<file path="src/rtl/tft_ctl_pkg.sv">
// Package: shared configuration type for the TFT control output stage.
// Assumes the register field order below is the software-visible bit order.
package tft_ctl_pkg;
    localparam int CFG_W = 4;

    typedef struct packed {
        logic cls_prog;   // bit 3: CLS from programmed window
        logic prog_en;    // bit 2: enable control outputs
        logic sclk_fall;  // bit 1: launch data on rising shift clock
        logic swap;       // bit 0: exchange ctl0 and ctl1
    } tft_cfg_t;
endpackage

</file>
<file path="src/rtl/tft_line_cnt.sv">
// Module: per-line pixel counter. Clears on a line pulse, advances on each
// pixel enable and saturates at its maximum so a window cannot re-trigger.
// Assumes line_pulse is a single-cycle strobe.
module tft_line_cnt #(
    parameter int CNT_W = 8
) (
    input  logic             clk,
    input  logic             rst_n,
    input  logic             line_pulse,
    input  logic             pix_en,
    output logic [CNT_W-1:0] cnt
);
    localparam logic [CNT_W-1:0] CNT_MAX = {CNT_W{1'b1}};

    // Count pixels within the current line.
    always_ff @(posedge clk) begin
        if (!rst_n) begin
            cnt <= '0;
        end else if (line_pulse) begin
            cnt <= '0;
        end else if (pix_en && (cnt != CNT_MAX)) begin
            cnt <= cnt + 1'b1;
        end
    end
endmodule

</file>
<file path="src/rtl/tft_pulse_win.sv">
// Module: window comparator. Active while start <= cnt < start + width.
// Assumes unsigned values; a zero width never activates.
module tft_pulse_win #(
    parameter int CNT_W = 8
) (
    input  logic [CNT_W-1:0] cnt,
    input  logic [CNT_W-1:0] start,
    input  logic [CNT_W-1:0] width,
    output logic             active
);
    logic [CNT_W-1:0] offset;

    // Distance past the start point, only meaningful when cnt >= start.
    always_comb begin
        offset = cnt - start;
        active = (cnt >= start) && (offset < width);
    end
endmodule

</file>
<file path="src/rtl/tft_cls_toggle.sv">
// Module: per-line toggle flip-flop for the CLS function. Inverts on each
// line pulse; a mode change clears it and takes priority over the pulse.
module tft_cls_toggle (
    input  logic clk,
    input  logic rst_n,
    input  logic line_pulse,
    input  logic mode_chg,
    output logic tog
);
    // Toggle per line, cleared on mode change.
    always_ff @(posedge clk) begin
        if (!rst_n || mode_chg) begin
            tog <= 1'b0;
        end else if (line_pulse) begin
            tog <= ~tog;
        end
    end

    AST_TOG_FLIP: assert property (@(posedge clk) disable iff (!rst_n)
        (line_pulse && !mode_chg) |=> (tog != $past(tog)));
    AST_TOG_CLR: assert property (@(posedge clk) disable iff (!rst_n)
        mode_chg |=> !tog);
endmodule

</file>
<file path="src/rtl/tft_shift_stage.sv">
// Module: shift clock at half the clock rate plus registered pixel data
// launched on the shift clock edge chosen by fall_sel.
// Assumes pix_in is stable for at least two clocks per pixel.
module tft_shift_stage #(
    parameter int DATA_W = 12
) (
    input  logic              clk,
    input  logic              rst_n,
    input  logic              pix_en,
    input  logic              fall_sel,
    input  logic [DATA_W-1:0] pix_in,
    output logic              shift_clk,
    output logic [DATA_W-1:0] pix_out
);
    logic launch;

    // Launch when the next shift clock level equals the selected level.
    always_comb launch = pix_en && ((!shift_clk) == fall_sel);

    // Free-running shift clock and data launch register.
    always_ff @(posedge clk) begin
        if (!rst_n) begin
            shift_clk <= 1'b0;
            pix_out   <= '0;
        end else begin
            shift_clk <= ~shift_clk;
            if (launch) begin
                pix_out <= pix_in;
            end
        end
    end

    AST_SCLK_TOGGLE: assert property (@(posedge clk) disable iff (!rst_n)
        1'b1 |=> (shift_clk != $past(shift_clk)));
    AST_LAUNCH_EDGE: assert property (@(posedge clk) disable iff (!rst_n)
        !$stable(pix_out) |-> (shift_clk == $past(fall_sel)));
endmodule

</file>
<file path="src/rtl/tft_ctl_out.sv">
// Module: TFT panel control output stage (top). Holds the 4-bit
// configuration register, builds PS/CLS/REV functions, gates, swaps and
// registers them, and drives the shift clock and pixel data.
// Assumes line_pulse and pix_en come from the same clock domain.
module tft_ctl_out
    import tft_ctl_pkg::*;
#(
    parameter int BUS_W  = 32,
    parameter int CNT_W  = 8,
    parameter int DATA_W = 12
) (
    input  logic              clk,
    input  logic              rst_n,
    input  logic              cfg_we,
    input  logic [BUS_W-1:0]  cfg_wdata,
    output logic [BUS_W-1:0]  cfg_rdata,
    input  logic              line_pulse,
    input  logic              pix_en,
    input  logic [CNT_W-1:0]  ps_start,
    input  logic [CNT_W-1:0]  ps_width,
    input  logic [CNT_W-1:0]  cls_start,
    input  logic [CNT_W-1:0]  cls_width,
    input  logic              rev_level,
    input  logic [DATA_W-1:0] pix_in,
    output logic              ctl0,
    output logic              ctl1,
    output logic              ctl2,
    output logic              shift_clk,
    output logic [DATA_W-1:0] pix_out
);
    localparam int NWIN  = 2;   // window 0 = PS, window 1 = CLS
    localparam int PAD_W = BUS_W - CFG_W;

    tft_cfg_t           cfg_q;
    logic               mode_chg;
    logic               tog;
    logic [CNT_W-1:0]   cnt;
    logic [CNT_W-1:0]   win_start [NWIN];
    logic [CNT_W-1:0]   win_width [NWIN];
    logic [NWIN-1:0]    win_act;
    logic               ps_fn;
    logic               cls_fn;
    logic               unused_wdata_hi;

    // Upper write bits carry no state.
    assign unused_wdata_hi = ^cfg_wdata[BUS_W-1:CFG_W];

    // Configuration register write.
    always_ff @(posedge clk) begin
        if (!rst_n) begin
            cfg_q <= '0;
        end else if (cfg_we) begin
            cfg_q <= tft_cfg_t'(cfg_wdata[CFG_W-1:0]);
        end
    end

    // Read path: live bits low, zero above.
    assign cfg_rdata = {{PAD_W{1'b0}}, cfg_q};

    // A write that flips the CLS mode bit clears the toggle.
    assign mode_chg = cfg_we && (cfg_wdata[CFG_W-1] != cfg_q.cls_prog);

    tft_line_cnt #(.CNT_W(CNT_W)) i_cnt (
        .clk        (clk),
        .rst_n      (rst_n),
        .line_pulse (line_pulse),
        .pix_en     (pix_en),
        .cnt        (cnt)
    );

    // Window settings: PS first, CLS second.
    always_comb begin
        win_start[0] = ps_start;
        win_width[0] = ps_width;
        win_start[1] = cls_start;
        win_width[1] = cls_width;
    end

    for (genvar g = 0; g < NWIN; g++) begin : g_win
        tft_pulse_win #(.CNT_W(CNT_W)) i_win (
            .cnt    (cnt),
            .start  (win_start[g]),
            .width  (win_width[g]),
            .active (win_act[g])
        );
    end

    tft_cls_toggle i_tog (
        .clk        (clk),
        .rst_n      (rst_n),
        .line_pulse (line_pulse),
        .mode_chg   (mode_chg),
        .tog        (tog)
    );

    // Select CLS source and PS function.
    always_comb begin
        ps_fn  = win_act[0];
        cls_fn = cfg_q.cls_prog ? win_act[1] : tog;
    end

    // Registered, gated and optionally swapped control outputs.
    always_ff @(posedge clk) begin
        if (!rst_n) begin
            ctl0 <= 1'b0;
            ctl1 <= 1'b0;
            ctl2 <= 1'b0;
        end else begin
            ctl0 <= cfg_q.prog_en && (cfg_q.swap ? cls_fn : ps_fn);
            ctl1 <= cfg_q.prog_en && (cfg_q.swap ? ps_fn : cls_fn);
            ctl2 <= cfg_q.prog_en && rev_level;
        end
    end

    tft_shift_stage #(.DATA_W(DATA_W)) i_shift (
        .clk       (clk),
        .rst_n     (rst_n),
        .pix_en    (pix_en),
        .fall_sel  (cfg_q.sclk_fall),
        .pix_in    (pix_in),
        .shift_clk (shift_clk),
        .pix_out   (pix_out)
    );

    AST_GATE_LOW: assert property (@(posedge clk) disable iff (!rst_n)
        !cfg_q.prog_en |=> !(ctl0 || ctl1 || ctl2));
    AST_REV_FOLLOW: assert property (@(posedge clk) disable iff (!rst_n)
        cfg_q.prog_en |=> (ctl2 == $past(rev_level)));
endmodule

</file>
<file path="config.mk">
export PLATFORM = sky130hd
export DESIGN_NAME = tft_ctl_out
export DESIGN_NICKNAME = d
export VERILOG_FILES = /design/src/rtl/tft_ctl_pkg.sv /design/src/rtl/tft_line_cnt.sv /design/src/rtl/tft_pulse_win.sv /design/src/rtl/tft_cls_toggle.sv /design/src/rtl/tft_shift_stage.sv /design/src/rtl/tft_ctl_out.sv
export SDC_FILE = /design/constraint.sdc
export NUM_CORES = 1
export LEC_CHECK = 0
export CORE_ASPECT_RATIO = 0.6
export CORE_UTILIZATION = 43
export CTS_CLUSTER_DIAMETER = 150
export DETAILED_ROUTE_END_ITERATION = 12
export PLACE_DENSITY = 0.87
export SKIP_LAST_GASP = 1
export SYNTH_ARGS = -nofsm -noshare
export SYNTH_HDL_FRONTEND = slang
export SYNTH_SLANG_ARGS = --single-unit
</file>
<file path="constraint.sdc">
create_clock -name clk -period 11 [get_ports clk]
set_clock_uncertainty 0.2 [all_clocks]
set_input_delay 3.3 -clock clk [delete_from_list [all_inputs] [get_ports clk]]
set_output_delay 3.3 -clock clk [all_outputs]
set_load 0.02 [all_outputs]
</file>
==> impl_results.md, run 1 <==
- Vias per inst: approximately 4.9
- P&R area growth vs syn: 31.3%
- Crit share post-route: between 50 and 60%
- Wire length per cell: ~13 um
- CP arrival: 6.23 ns
- Pwr per Cell Area: slightly below 90 nW/um2
- Die width: roughly 100 um
- Die area: ~6000 um2
- Largest family of logic cells by synthesized area: adder cells
- # H-tree levels: 2
- Post-CTS sizing: 0
- Crit. Startpoint: cls_start[0]
- Least-Margin Pin Slew: ~0.70 ns
- Slew margin rel.: approximately 53%
- CTS sink cnt: 29
- P_int: roughly 0.20 mW
- Post-synthesis register bit count: 29
- # rows: 20
- Number of global-route vias before repair: roughly 2000
- Fmax: 0.161 GHz
- CTS root buffer: clkbuf_8
- # Post-CTS Setup Buffers: 0
- Static Leak: 1.54 nW
- GR Overflow Total: 0
- Worst IR drop on VDD: 0.0559 mV
- Ys flop type: dfxtp_1
- Crit path required time: approximately 11 ns
- Hold Crit Class: reg2reg
- N_diodes: 0
- Post-synthesis simple-gate area fraction: ~15%
- Layout cells sized above 1: around 4.2%
- Initial antenna violation count: 0
- Synth async-reset ratio: 0%
- First-pass GRT wire length: roughly 9000 um
- Synth top cells by count: inv_1 (35), ha_1 (31), buf_4 (30)
- Slowest cell on the critical path: clkdlybuf4s50_1
- Post-Syn Area: around 2400 um2
- Reg power frac: around two fifths
- Gp weighted congestion: ~0.82
- Combinational power share: around 31%
- Mean Syn Cell Area: just under 9 um2
- Clock transition at path regs: 0.06 ns
- Sequential fraction of the synthesis area: about 24%
- Remaining antenna violation count: 0
- Setup-failing EPs final: 0
- Pins Over Slew Limit: 0
- Port buffer count: 73
- Setup CP Type: in2reg
- Maximum root-to-sink buffer count: 2
- Worst setup EP type: register
- Hold_buf cts: 0
- Core area: 5230 um2
- Clk network pwr share: between 20% and 30%
- Final Hold Viols: 0
- Ys Warns: 0
- Critical path's top delay family: compound AO/OA/AOI/OAI gates
- Final core occ: roughly 61%
- FF-to-FF Start: i_cnt.cnt[0]$_SDFFE_PP0P_
- Final HPWL DP: about 4400 um
- WHS: between 0.2 and 0.3 ns
- Switching share of power: just over 30%
- Largest net degree at the start of global routing: 23
- Net Sw Power: 0.0859 mW
- Bufs and invs on worst path: 2
- Crit path cell chain: clkdlybuf4s50_1, ha_1, inv_1, fa_1, a21o_1, a21oi_2, o21bai_1, a21oi_1, xnor2_1, ha_1, a21o_1, nand2_1, a41o_1, o211ai_1, o22ai_1
- Post-synth top area share: approximately a quarter
- Status: finished clean
- Vias: between 2000 and 2500
- Setup_tns: 0 ns
- CP Max Fanout: 3
- Startpoint types: input port
- Clk_lat worst skew: roughly 0.28 ns
- Post-synthesis mux area share: under 10%
- CTS tree: done
- Cell with the most instances after synthesis: inv_1
- Synth cell types: 39
- Top cells by area, synth: dfxtp_1 (24%), ha_1 (16%), buf_4 (9.3%)
- I/O pins: 130
- Total CTS buffers: 5
- Worst hold start: i_shift.shift_clk$_SDFF_PN0_
- Die Y: 60.1 um
- XOR/XNOR share of the synthesized area: approximately 8%
- Leading area contributor after synthesis: dfxtp_1
- Compound-cell area share of the yosys netlist: between 10% and 20%
- Post-synth EDFFs: 0
- Period minus WS final: around 6.2 ns
- RSZ-0062 raised after global routing: no
- Final WL: roughly 5400 um
- GRT Util Overall: around a fifth
- Detailed Route Iter0 Violations: 110
- Adder-cell share of the synthesized area: between 10% and 20%
- Post-route DRC: 0
- DRT Pass-1 Iters: 4
- # nets final: about 470
- Initial Util: about 46%
- Cells after Synth: 279
- CP max stage delay: approximately 0.47 ns
- # Max-Cap Violations: 0
power groups by stage:
stage               logic, mW  clock network (mW)  registers [mW]
floorplan              0.0550                   0           0.119
global placement       0.0836                   0           0.115
detailed placement     0.0866                   0           0.115
CTS                    0.0871              0.0854           0.113
global route           0.0957              0.0897           0.113
finish                 0.0868              0.0837           0.113
final timing paths:
path | to | slack (ns) | cells past startpoint
max | ctl1$_SDFF_PN0_ | 4.77 | 15
min | i_shift.shift_clk$_SDFF_PN0_ | 0.26 | 1
max reg2reg | ctl0$_SDFF_PN0_ | 7.80 | 15
min reg2reg | i_shift.shift_clk$_SDFF_PN0_ | 0.26 | 1
sequential cells by signal, summed over array words and instances (netlist names):
name / count
cfg_rdata: 4
ctl0: 1
ctl1: 1
ctl2: 1
i_cnt.cnt: 8
i_shift.pix_out: 12
i_shift.shift_clk: 1
i_tog.tog: 1
cell type report:
| cell class | count | area, um2 |
|---|---|---|
| Fill cell | 450 | 2050 |
| Multi-Input combinational cell | 208 | 1570 |
| Timing Repair Buffer | 73 | 731 |
| Sequential cell | 29 | 581 |
| Inverter | 35 | 131 |
| Tap cell | 66 | 82.6 |
| Clock buffer | 6 | 72.6 |
| Clock inverter | 2 | 10.0 |
cell families (layout without fill, tap and decap cells):
logic type / count (synthesis) / after routing
other: 1 / 28
multiplexers: 17 / 17
AO/OA/AOI/OAI: 40 / 40
flip-flops: 29 / 29
XOR/XNOR: 22 / 22
adder cells (fa/ha/maj): 33 / 33
AND/OR/NAND/NOR: 68 / 68
buffers and inverters: 69 / 116
layout by cell type, fill, tap and decap left out, types with 3 or more instances in the layout:
cell,instances
conb_1,28
ha_1,31
inv_1,35
xnor2_1,11
a21oi_1,8
nand2_1,8
dfxtp_1,29
nand4_1,8
and3_1,4
nor2b_1,23
o21ai_0,6
mux2i_1,17
clkbuf_8,5
a211o_1,3
a21o_1,4
clkdlybuf4s50_1,73
a21oi_2,3
xor2_1,11
nor2_1,19
metal layers:
| metal | vias up | global-route usage [%] | share of wire [%] | wire (um) |
|---|---|---|---|---|
| li1 | 1030 | - | - | - |
| met1 | 945 | 25.2 | 47 | 2550 |
| met2 | 65 | 33.7 | 45 | 2420 |
| met3 | 6 | 4.80 | 7.0 | 379 |
| met4 | 0 | 5.76 | 1.0 | 55 |
| met5 | - | 0 | 0 | 0 |
per-stage QoR:
stage / std cells / worst slack, ns / area [um2] / power, mW
final: 419 / 4.77 / 3180 / 0.283
after global routing: 419 / 4.46 / 3180 / 0.299
after CTS: 419 / 4.77 / 3180 / 0.285
after detailed placement: 411 / 4.49 / 3090 / 0.202
after global placement: 411 / 4.54 / 3090 / 0.198
after floorplan: 306 / 5.23 / 2520 / 0.174
(Power assumes the default switching activity.)
==> run 2, diff against run 1 <==
--- a/config.mk
+++ b/config.mk
@@ -6,10 +6,10 @@
 export NUM_CORES = 1
 export LEC_CHECK = 0
 export CORE_ASPECT_RATIO = 0.6
-export CORE_UTILIZATION = 43
+export CORE_UTILIZATION = 40
 export CTS_CLUSTER_DIAMETER = 150
 export DETAILED_ROUTE_END_ITERATION = 12
-export PLACE_DENSITY = 0.87
+export PLACE_DENSITY = 0.82
 export SKIP_LAST_GASP = 1
 export SYNTH_ARGS = -nofsm -noshare
 export SYNTH_HDL_FRONTEND = slang
==> constraint.sdc (replaced) <==
create_clock -name clk -period 6.4 [get_ports clk]
set_clock_uncertainty 0.2 [all_clocks]
set_input_delay 1.92 -clock clk [delete_from_list [all_inputs] [get_ports clk]]
set_output_delay 1.92 -clock clk [all_outputs]
set_load 0.02 [all_outputs]
==> run 2 against run 1 <==
Compared with the run above:
- critical path depth is the same
- sequential share of layout area shrank 0.12 points
- clock-buffer cell count grew 1
- non-clock buffer count is the same
- power grew 74%
- hold slack lost 0.0023 ns
- die area grew 7.3%
- first-iteration DRC count shrank 14%
- final cell count grew 3.1%
- clock power grew 82%
- critical path type unchanged
- critical endpoint is now ctl0$_SDFF_PN0_
- largest cell class unchanged
- largest power group unchanged
- highest routed layer unchanged
==> impl_results.md, run 2 (synthesized netlist as in run 1, its figures left out) <==
- Slew margin rel.: 53.1% (was 53.3%)
- Final WS setup: 1.51 ns (was 4.77 ns)
- Static Leak: 1.54 nW (about the same)
- WHS: 0.258 ns (was 0.261 ns)
- Clk_lat worst skew: 0.27 ns (was 0.28 ns)
- Crit path required time: 6.40 ns (was 11.00 ns)
- Final WL: 5310 um (was 5410 um)
- Post-CTS sizing: 0 (unchanged)
- Initial Util: 42.4% (was 46.2%)
- I/O pins: 130 (unchanged)
- Total CTS buffers: 5 (unchanged)
- P&R area growth vs syn: 32.2% (was 31.3%)
- Startpoint types: input port (unchanged)
- CP Max Fanout: 3 (unchanged)
- # nets final: 467 (unchanged)
- Critical path depth in cells: 15 (unchanged)
- Worst setup EP type: register (unchanged)
- # Post-CTS Setup Buffers: 0 (unchanged)
- N_diodes: 0 (unchanged)
- FF-to-FF setup slack: 3.19 ns (was 7.80 ns)
- Crit path cell chain: clkdlybuf4s50_1, ha_1, inv_1, fa_1, a21o_1, a21oi_2, o21bai_1, a21oi_1, xnor2_1, ha_1, nand2_1, nor2_1, a211oi_1, o311ai_2, o22ai_1 (was clkdlybuf4s50_1, ha_1, inv_1, fa_1, a21o_1, a21oi_2, o21bai_1, a21oi_1, xnor2_1, ha_1, a21o_1, nand2_1, a41o_1, o211ai_1, o22ai_1)
- Initial antenna violation count: 0 (unchanged)
- # Max-Cap Violations: 0 (unchanged)
- Post-place setup slack: 1.25 ns (was 4.49 ns)
- Pwr per Cell Area: 154 nW/um2 (was 89.2 nW/um2)
- Setup_tns: 0 ns (unchanged)
- Largest net degree at the start of global routing: 23 (unchanged)
- Hold_buf cts: 0 (unchanged)
- Setup CP Type: in2reg (unchanged)
- Number of global-route vias before repair: 1894 (was 2024)
- Layout cells sized above 1: 3.98% (was 4.25%)
- Vias: 1986 (was 2046)
- Overall power: 0.494 mW (was 0.283 mW)
- Net Sw Power: 0.145 mW (was 0.0859 mW)
- GR Overflow Total: 0 (unchanged)
- Pins Over Slew Limit: 0 (unchanged)
- Most frequent cells in the layout: clkdlybuf4s50_1 (73), inv_1 (35), ha_1 (31) (unchanged)
- Clk network pwr share: 30.8% (was 29.6%)
- Setup-failing EPs final: 0 (unchanged)
- CP max stage delay: 0.47 ns (about the same)
- Biggest register: i_shift.pix_out (unchanged)
- Number of flip-flops in the largest register: 12 (unchanged)
- CTS root buffer: clkbuf_8 (unchanged)
- Reg2Reg Depth: 15 (unchanged)
- # rows: 21 (was 20)
- DRT Pass-1 Iters: 4 (unchanged)
- Hold Path Depth: 1 (unchanged)
- Combinational power share: 30.0% (was 30.6%)
- RSZ-0062 raised after global routing: no (unchanged)
- Post-route DRC: 0 (unchanged)
- Bufs and invs on worst path: 2 (unchanged)
- Critical path's top delay family: compound AO/OA/AOI/OAI gates (unchanged)
- Die width: 102 um (was 98.8 um)
- GRT Util Overall: 17.3% (was 19.7%)
- Detailed Route Iter0 Violations: 95 (was 110)
- Period minus WS final: between 4 and 5 ns
- Maximum root-to-sink buffer count: 2 (unchanged)
- Least-Margin Pin Slew: 0.702 ns (was 0.699 ns)
- Remaining antenna violation count: 0 (unchanged)
- CTS tree: done (unchanged)
- Final HPWL DP: 4380 um (was 4440 um)
- Final Hold Viols: 0 (unchanged)
- Worst IR drop on VDD: 0.0911 mV (was 0.0559 mV)
- CP arrival: 4.88 ns (was 6.23 ns)
- Die area: 6370 um2 (was 5940 um2)
- Core area: 5700 um2 (was 5230 um2)
- Clock transition at path regs: 0.06 ns (about the same)
- # H-tree levels: 2 (unchanged)
- Port buffer count: 73 (unchanged)
- CTS sink cnt: 29 (unchanged)
- Crit share post-route: 76.4%
- Die Y: 62.2 um (was 60.1 um)
- Hold Crit Class: reg2reg (unchanged)
- P_int: 0.349 mW (was 0.197 mW)
- Switching share of power: 29.3% (was 30.3%)
- Most common cell on crit path: ha_1
- Fmax: ~0.20 GHz
- First-pass GRT wire length: 8560 um (was 9110 um)
- Vias per inst: 4.60 (was 4.88)
- Slowest cell on the critical path: clkdlybuf4s50_1 (unchanged)
- Wire length per cell: 12.3 um (was 12.9 um)
- Reg power frac: 39.2% (was 39.8%)
- Most common cell after layout, fill and taps aside: clkdlybuf4s50_1 (unchanged)
- Gp weighted congestion: 0.825 (was 0.821)
- Status: finished clean (unchanged)
[run 2: worst register-to-register path: cells and delay by family, from the launching register on]
| kind | cells | cell delay, ns |
|---|---|---|
| AND/OR/NAND/NOR | 2 | 0.12 |
| adder cells (fa/ha/maj) | 3 | 0.83 |
| AO/OA/AOI/OAI | 7 | 1.33 |
| flip-flops | 1 | 0.35 |
| XOR/XNOR | 1 | 0.14 |
| buffers and inverters | 2 | 0.15 |
[run 2: area by class of cell]
cell class,instances,area [um2]
clock buffer,7,86.3
multi-input combinational,208,1570
inverter,35,131
sequential,29,581
tap,80,100
fill,520,2500
timing repair buffer,73,731
[run 2: path summary, 6_finish.rpt]
kind / endpoint / from
max: ctl0$_SDFF_PN0_ / ps_start[0]
min: i_shift.shift_clk$_SDFF_PN0_ / i_shift.shift_clk$_SDFF_PN0_
max reg2reg: ctl0$_SDFF_PN0_ / i_cnt.cnt[0]$_SDFFE_PP0P_
min reg2reg: i_shift.shift_clk$_SDFF_PN0_ / i_shift.shift_clk$_SDFF_PN0_
[run 2: power groups by stage]
stage	logic [mW]	clock network [mW]	registers, mW
2_1_floorplan	0.0945	0	0.204
3_3_place_gp	0.144	0	0.197
3_5_place_dp	0.148	0	0.198
4_1_cts	0.149	0.154	0.194
5_1_grt	0.164	0.164	0.195
6_report	0.148	0.152	0.194
[run 2: per-stage QoR]
stage	cells	utilization (%)	instance area (um2)
final	432	56.1	3200
after global routing	432	56.1	3200
after global placement	425	54.6	3110
after detailed placement	425	54.6	3110
after floorplan	306	-	2520
after CTS	432	56.1	3200
[run 2: routing by layer]
metal  up-vias  track usage [%]  part of all wire (%)
met5         -                0                     0
met2        61             26.8                    45
met3         2             4.28                   4.9
li1       1027                -                     -
met4         0             2.68                  0.28
met1       896             24.4                    50
